**config.mk**
```make
export PLATFORM = sky130hd
export DESIGN_NAME = lvl_step_seq
export DESIGN_NICKNAME = d
export VERILOG_FILES = /design/src/rtl/lvl_step_pkg.sv /design/src/rtl/lvl_step_dwell.sv /design/src/rtl/lvl_step_ctrl.sv /design/src/rtl/lvl_step_seq.sv
export SDC_FILE = /design/constraint.sdc
export NUM_CORES = 1
export LEC_CHECK = 0
export BUFFER_PORTS_ARGS = -buffer_cell sky130_fd_sc_hd__buf_2
export CORE_UTILIZATION = 45
export DETAILED_ROUTE_END_ITERATION = 8
export GPL_ROUTABILITY_DRIVEN = 0
export GPL_TIMING_DRIVEN = 0
export PLACE_DENSITY = 0.62
export SETUP_SLACK_MARGIN = 0.2
export SLEW_MARGIN = 0
export SYNTH_ARGS = -nofsm -noshare
export SYNTH_HDL_FRONTEND = slang
export SYNTH_SLANG_ARGS = --single-unit
```
**constraint.sdc**
```tcl
create_clock -name clk -period 2.62 [get_ports clk]
set_input_delay 0.524 -clock clk [delete_from_list [all_inputs] [get_ports clk]]
set_output_delay 0.524 -clock clk [all_outputs]
set_load 0.03 [all_outputs]
```
**src/rtl/lvl_step_pkg.sv**
```systemverilog
package lvl_step_pkg;
    localparam int LVL_W = 2;
    typedef logic [LVL_W-1:0] lvl_t;

    // dwell record: nothing pending, counting at level 1, or satisfied
    typedef enum logic [1:0] {
        REC_NONE = 2'd0,
        REC_RUN  = 2'd1,
        REC_MET  = 2'd2
    } rec_e;
endpackage

```
**src/rtl/lvl_step_dwell.sv**
```systemverilog
module lvl_step_dwell #(
    parameter int TICKS_PER_MS = 1000,
    parameter int DWELL_MS     = 20
) (
    input  logic clk,
    input  logic rst_n,
    input  logic restart_i,
    input  logic run_i,
    input  logic tick_i,
    output logic done_o
);
    localparam int N_TICKS = TICKS_PER_MS * DWELL_MS;
    localparam int CW = (N_TICKS > 1) ? $clog2(N_TICKS) : 1;
    localparam logic [CW-1:0] LAST = CW'(N_TICKS - 1);

    typedef struct packed {
        logic [CW-1:0] cnt;
    } dw_t;

    dw_t d, q;

    always_comb begin
        done_o = run_i && tick_i && (q.cnt == LAST);
        d = q;
        if (restart_i || !run_i) begin
            d.cnt = '0;
        end else if (tick_i) begin
            d.cnt = done_o ? '0 : q.cnt + 1'b1;
        end
    end

    always_ff @(posedge clk) begin
        if (!rst_n) q <= '0;
        else        q <= d;
    end

    // the tick count never passes the dwell length
    a_r5_cnt_bound: assert property (@(posedge clk) disable iff (!rst_n)
        q.cnt <= LAST);

    // the count moves only on a tick strobe
    a_r11_tick_only: assert property (@(posedge clk) disable iff (!rst_n)
        (!tick_i && !restart_i && run_i) |=> $stable(q.cnt));
endmodule

```
**src/rtl/lvl_step_ctrl.sv**
```systemverilog
module lvl_step_ctrl
    import lvl_step_pkg::*;
(
    input  logic clk,
    input  logic rst_n,
    input  logic req_valid_i,
    input  lvl_t req_level_i,
    input  logic req_fast_i,
    input  logic base_fast_i,
    input  logic done_i,
    output lvl_t level_o,
    output logic busy_o,
    output rec_e rec_o,
    output logic restart_o
);
    typedef struct packed {
        lvl_t level;
        rec_e rec;
        logic busy;
    } st_t;

    st_t d, q;
    logic accept;

    always_comb begin
        d         = q;
        restart_o = 1'b0;
        accept    = req_valid_i && !q.busy && (req_level_i != q.level);

        // dwell completion: finish a pending step to level 0, or mark met
        if (q.rec == REC_RUN && done_i) begin
            if (q.busy) begin
                d.level = 2'd0;
                d.rec   = REC_NONE;
                d.busy  = 1'b0;
            end else begin
                d.rec = REC_MET;
            end
        end

        if (accept) begin
            if (!base_fast_i) begin
                d.level = req_level_i;
                if (req_level_i != 2'd1) d.rec = REC_NONE;
            end else begin
                case (req_level_i)
                    2'd1: begin
                        d.level = 2'd1;
                        if (q.level == 2'd0) begin
                            d.rec = REC_MET;
                        end else begin
                            d.rec     = REC_RUN;
                            restart_o = 1'b1;
                        end
                    end
                    2'd0: begin
                        if (!req_fast_i || d.rec == REC_MET) begin
                            d.level = 2'd0;
                            d.rec   = REC_NONE;
                        end else begin
                            d.level   = 2'd1;
                            d.rec     = REC_RUN;
                            d.busy    = 1'b1;
                            restart_o = 1'b1;
                        end
                    end
                    default: begin
                        d.level = req_level_i;
                        d.rec   = REC_NONE;
                    end
                endcase
            end
        end
    end

    always_ff @(posedge clk) begin
        if (!rst_n) q <= '{level: 2'd0, rec: REC_NONE, busy: 1'b0};
        else        q <= d;
    end

    assign level_o = q.level;
    assign busy_o  = q.busy;
    assign rec_o   = q.rec;

    // a pending step to level 0 holds level 1
    a_r9_busy_at_l1: assert property (@(posedge clk) disable iff (!rst_n)
        q.busy |-> (q.level == 2'd1));

    // the wait always ends at level 0
    a_r6_busy_exit_l0: assert property (@(posedge clk) disable iff (!rst_n)
        $fell(q.busy) |-> (q.level == 2'd0));

    // no direct jump from level 2/3 to level 0 under fast target and base
    a_r6_no_skip: assert property (@(posedge clk) disable iff (!rst_n)
        ((q.level == 2'd0) && ($past(q.level) >= 2'd2))
            |-> !($past(base_fast_i) && $past(req_fast_i)));

    // a request for the current level leaves it alone
    a_r3_same_hold: assert property (@(posedge clk) disable iff (!rst_n)
        (req_valid_i && !q.busy && (req_level_i == q.level)) |=> $stable(q.level));

    // the record is met only while sitting at level 1
    a_r8_met_at_l1: assert property (@(posedge clk) disable iff (!rst_n)
        (q.rec == REC_MET) |-> (q.level == 2'd1));
endmodule

```
**src/rtl/lvl_step_seq.sv**
```systemverilog
module lvl_step_seq
    import lvl_step_pkg::*;
#(
    parameter int TICKS_PER_MS = 1000,
    parameter int DWELL_MS     = 20
) (
    input  logic       clk,
    input  logic       rst_n,
    input  logic       req_valid_i,
    input  logic [1:0] req_level_i,
    input  logic       req_fast_i,
    input  logic       base_fast_i,
    input  logic       tick_i,
    output logic [1:0] level_o,
    output logic       busy_o,
    output logic       dwell_met_o
);
    rec_e rec;
    logic restart;
    logic done;

    lvl_step_ctrl u_ctrl (
        .clk         (clk),
        .rst_n       (rst_n),
        .req_valid_i (req_valid_i),
        .req_level_i (req_level_i),
        .req_fast_i  (req_fast_i),
        .base_fast_i (base_fast_i),
        .done_i      (done),
        .level_o     (level_o),
        .busy_o      (busy_o),
        .rec_o       (rec),
        .restart_o   (restart)
    );

    lvl_step_dwell #(
        .TICKS_PER_MS (TICKS_PER_MS),
        .DWELL_MS     (DWELL_MS)
    ) u_dwell (
        .clk       (clk),
        .rst_n     (rst_n),
        .restart_i (restart),
        .run_i     (rec == REC_RUN),
        .tick_i    (tick_i),
        .done_o    (done)
    );

    assign dwell_met_o = (rec == REC_MET);
endmodule

```
==> run metrics <==
fin area 0.00121 mm2; post-DP HPWL 1.61 mm; Worst-Skew Late Latency 0.31 ns; Synth top cells by count dfxtp_1 (20), nor2_1 (15), nand2_1 (9), xor2_1 (8); Gate Count Post-Synth 121; routed len/inst 12.8 um; Final Setup Violations 0; crit path DAT 2.30 ns; Clock transition at path regs 0.11 ns; total grt overflow 0; # clock sinks 20; P&R area growth vs syn 11.7%; chip width 51.0 um; unrepaired setup endpoints after global routing no; Hold/Removal Path Class reg -> reg; Worst Tran Pin Value 0.572 ns; drt first pass iters 4; Fill cells 223; critical path data required time 2.86 ns; # diodes 0; Combinational Power Share 8.8%; Cell Area, Placed 0.00117 mm2; crit path kind reg -> reg; Slew Viols, Final 0; count of different cell masters after synthesis 39; first-pass GRT wire length 3.66 mm; net switching power 128 uW; most instantiated library cell after synthesis dfxtp_1; fin util 54.1%; Worst IR Drop VDD 286 uV; nets 146; worst hold stages 2; reg2reg setup slack 0.57 ns; clk_skew 0.00376 ns; Final WS setup 0.569 ns; min Tclk post-route 2.05 ns; FF-to-FF path depth 6; Setup Fix Bufs, Post-CTS 0; Area contributors post-synth dfxtp_1 (37%), xor2_1 (6.5%), xnor2_1 (5.7%); Synth Cell Area 0.00108 mm2; largest net degree at the start of global routing 12; DRT iter0 DRCs 18; IO Pins 12; Crit. End Element register; delay-heaviest family, CP simple AND/OR/NAND/NOR gates; Crit-path slowest cell or4b_4; min-delay src u_dwell.q[1]$_SDFFE_PP0P_; startpoint types register; core region area 0.00223 mm2; relative slew slack 60.9%; f_max 488 MHz; total negative slack 0 ns; number of synthesized register bits 20; die height 51.0 um; CTS Buf Count 3; predominant post-synthesis flop cell dfxtp_1; pwr dens 448 mW/mm2; CP bufs+invs 1; Antenna Violating Nets Remaining 0; largest area contributor in the netlist dfxtp_1; IO Port Bufs 11; Synth async-reset ratio 0%; Sequential Power Share 57.6%; crit path max fanout 10; slowest stage delay, CP 0.55 ns; Leakage 0.000418 uW; cts hold-fix bufs 0; Syn Nets 130; post-CTS sizing 0; status completed; num rows 17; Max-Cap Viols 0; CTS Buffer Depth 2; Hold Path End u_dwell.q[1]$_SDFFE_PP0P_; WL final 2.10 mm; post-synthesis sequential area ratio 37.0%; Sw Share 23.7%; clock power share 33.6%; Post-synth EDFFs 0; share of layout cells above drive strength 1 19.9%; number of global-route vias before repair 852; CTS tree yes; Setup crit start u_dwell.q[7]$_SDFFE_PP0P_; R2R Path Start u_dwell.q[7]$_SDFFE_PP0P_; Starting Density 48.4%; worst path cell trace or4b_4 -> nor4_4 -> a2111o_2 -> o21ai_4 -> buf_6 -> nor3_4; initial antenna violation count 0; syn avg cell area 8.93 um2; final hold vios 0; via count 919; Vias/cell 5.60; CTS H-tree lvls 1; # DRC 0; area share of the largest cell type after synthesis 37.0%; Setup WS pre-CTS 0.389 ns; Tcrit/Tclk final 78.3%; worst r2r dst u_dwell.q[5]$_SDFFE_PP0P_; synth warn 0; Cell Int Power 412 uW; total track usage 18.5%; Root Driver clkbuf_4; die area 0.00260 mm2
==> registers in the layout, summed over array words and instances (netlist names) <==
signal	flops
u_dwell.q	15
u_ctrl.level_o	2
u_ctrl.rec_o	2
u_ctrl.busy_o	1
==> metrics by stage <==
stage               instances  hold WS [ns]  power (uW)
detailed placement        160         0.488         365
global route              164         0.512         568
floorplan                 121         0.461         348
CTS                       164         0.504         546
finish                    164         0.499         540
global placement          160         0.476         364
==> placed cells by master (no fill, tap or decap), types with 3 or more instances in the layout <==
| cell type | Yosys | final |
|---|---|---|
| nor2_1 | 15 | 15 |
| dfxtp_1 | 20 | 20 |
| nand4_1 | 4 | 4 |
| nand3_1 | 6 | 6 |
| xnor2_1 | 7 | 7 |
| xor2_1 | 8 | 8 |
| inv_1 | 3 | 3 |
| a21boi_0 | 3 | 3 |
| nor2b_1 | 3 | 3 |
| nor3_1 | 7 | 7 |
| buf_2 | 0 | 11 |
| a21oi_1 | 4 | 4 |
| nand2_1 | 9 | 9 |
| clkbuf_4 | 1 | 4 |
| a31oi_1 | 3 | 3 |
==> tightest hold or removal path, cell delays in order (launching register included) <==
cell,delay (ns)
dfxtp_1,0.34
nand2b_1,0.07
a21oi_1,0.05
==> logic make-up after synthesis <==
group                    after synthesis  share of synthesized area [%]
flip-flops                            20                           37.0
XOR/XNOR                              15                           12.2
multiplexers                           1                          0.926
buffers and inverters                  5                           2.78
AO/OA/AOI/OAI                         19                           13.3
adder cells (fa/ha/maj)                1                           1.16
AND/OR/NAND/NOR                       60                           32.6
==> per-layer routing <==
layer	wire length (um)	GRT usage, %	share of wire [%]	up-vias
met5	0	0	0	-
met4	35	7.41	1.7	0
met3	85	1.79	4.1	7
met2	1010	33.3	48	24
met1	968	22.3	46	426
li1	-	-	-	462
==> worst max path at each step <==
stage,end,slack (ns),cells after the start
after detailed placement,u_dwell.q[0]$_SDFFE_PP0P_,0.39,7
after CTS,u_dwell.q[5]$_SDFFE_PP0P_,0.57,6
after global placement,u_dwell.q[5]$_SDFFE_PP0P_,0.42,7
after global routing,u_ctrl.rec_o[1]$_SDFF_PN0_,0.44,6
after floorplan,u_dwell.q[5]$_SDFFE_PP0P_,0.74,6
final,u_dwell.q[5]$_SDFFE_PP0P_,0.57,6
==> final cells by class <==
| class | count | area [um2] | share of cell area, % |
|---|---|---|---|
| timing repair buffer | 11 | 55.1 | 4.56 |
| multi-input combinational | 96 | 651 | 53.9 |
| inverter | 3 | 11.3 | 0.933 |
| buffer | 2 | 18.8 | 1.55 |
| sequential | 20 | 400 | 33.2 |
| clock buffer | 4 | 36.3 | 3.01 |
| tap | 28 | 35.0 | 2.90 |
==> power by group through the flow <==
stage               clock (uW)  combinational [uW]  sequential [uW]
floorplan                    0                25.3              322
global placement             0                46.2              318
detailed placement           0                47.1              318
CTS                        187                47.3              311
global route               203                52.4              312
finish                     181                47.6              311
Power figures use the tool's default switching activity.
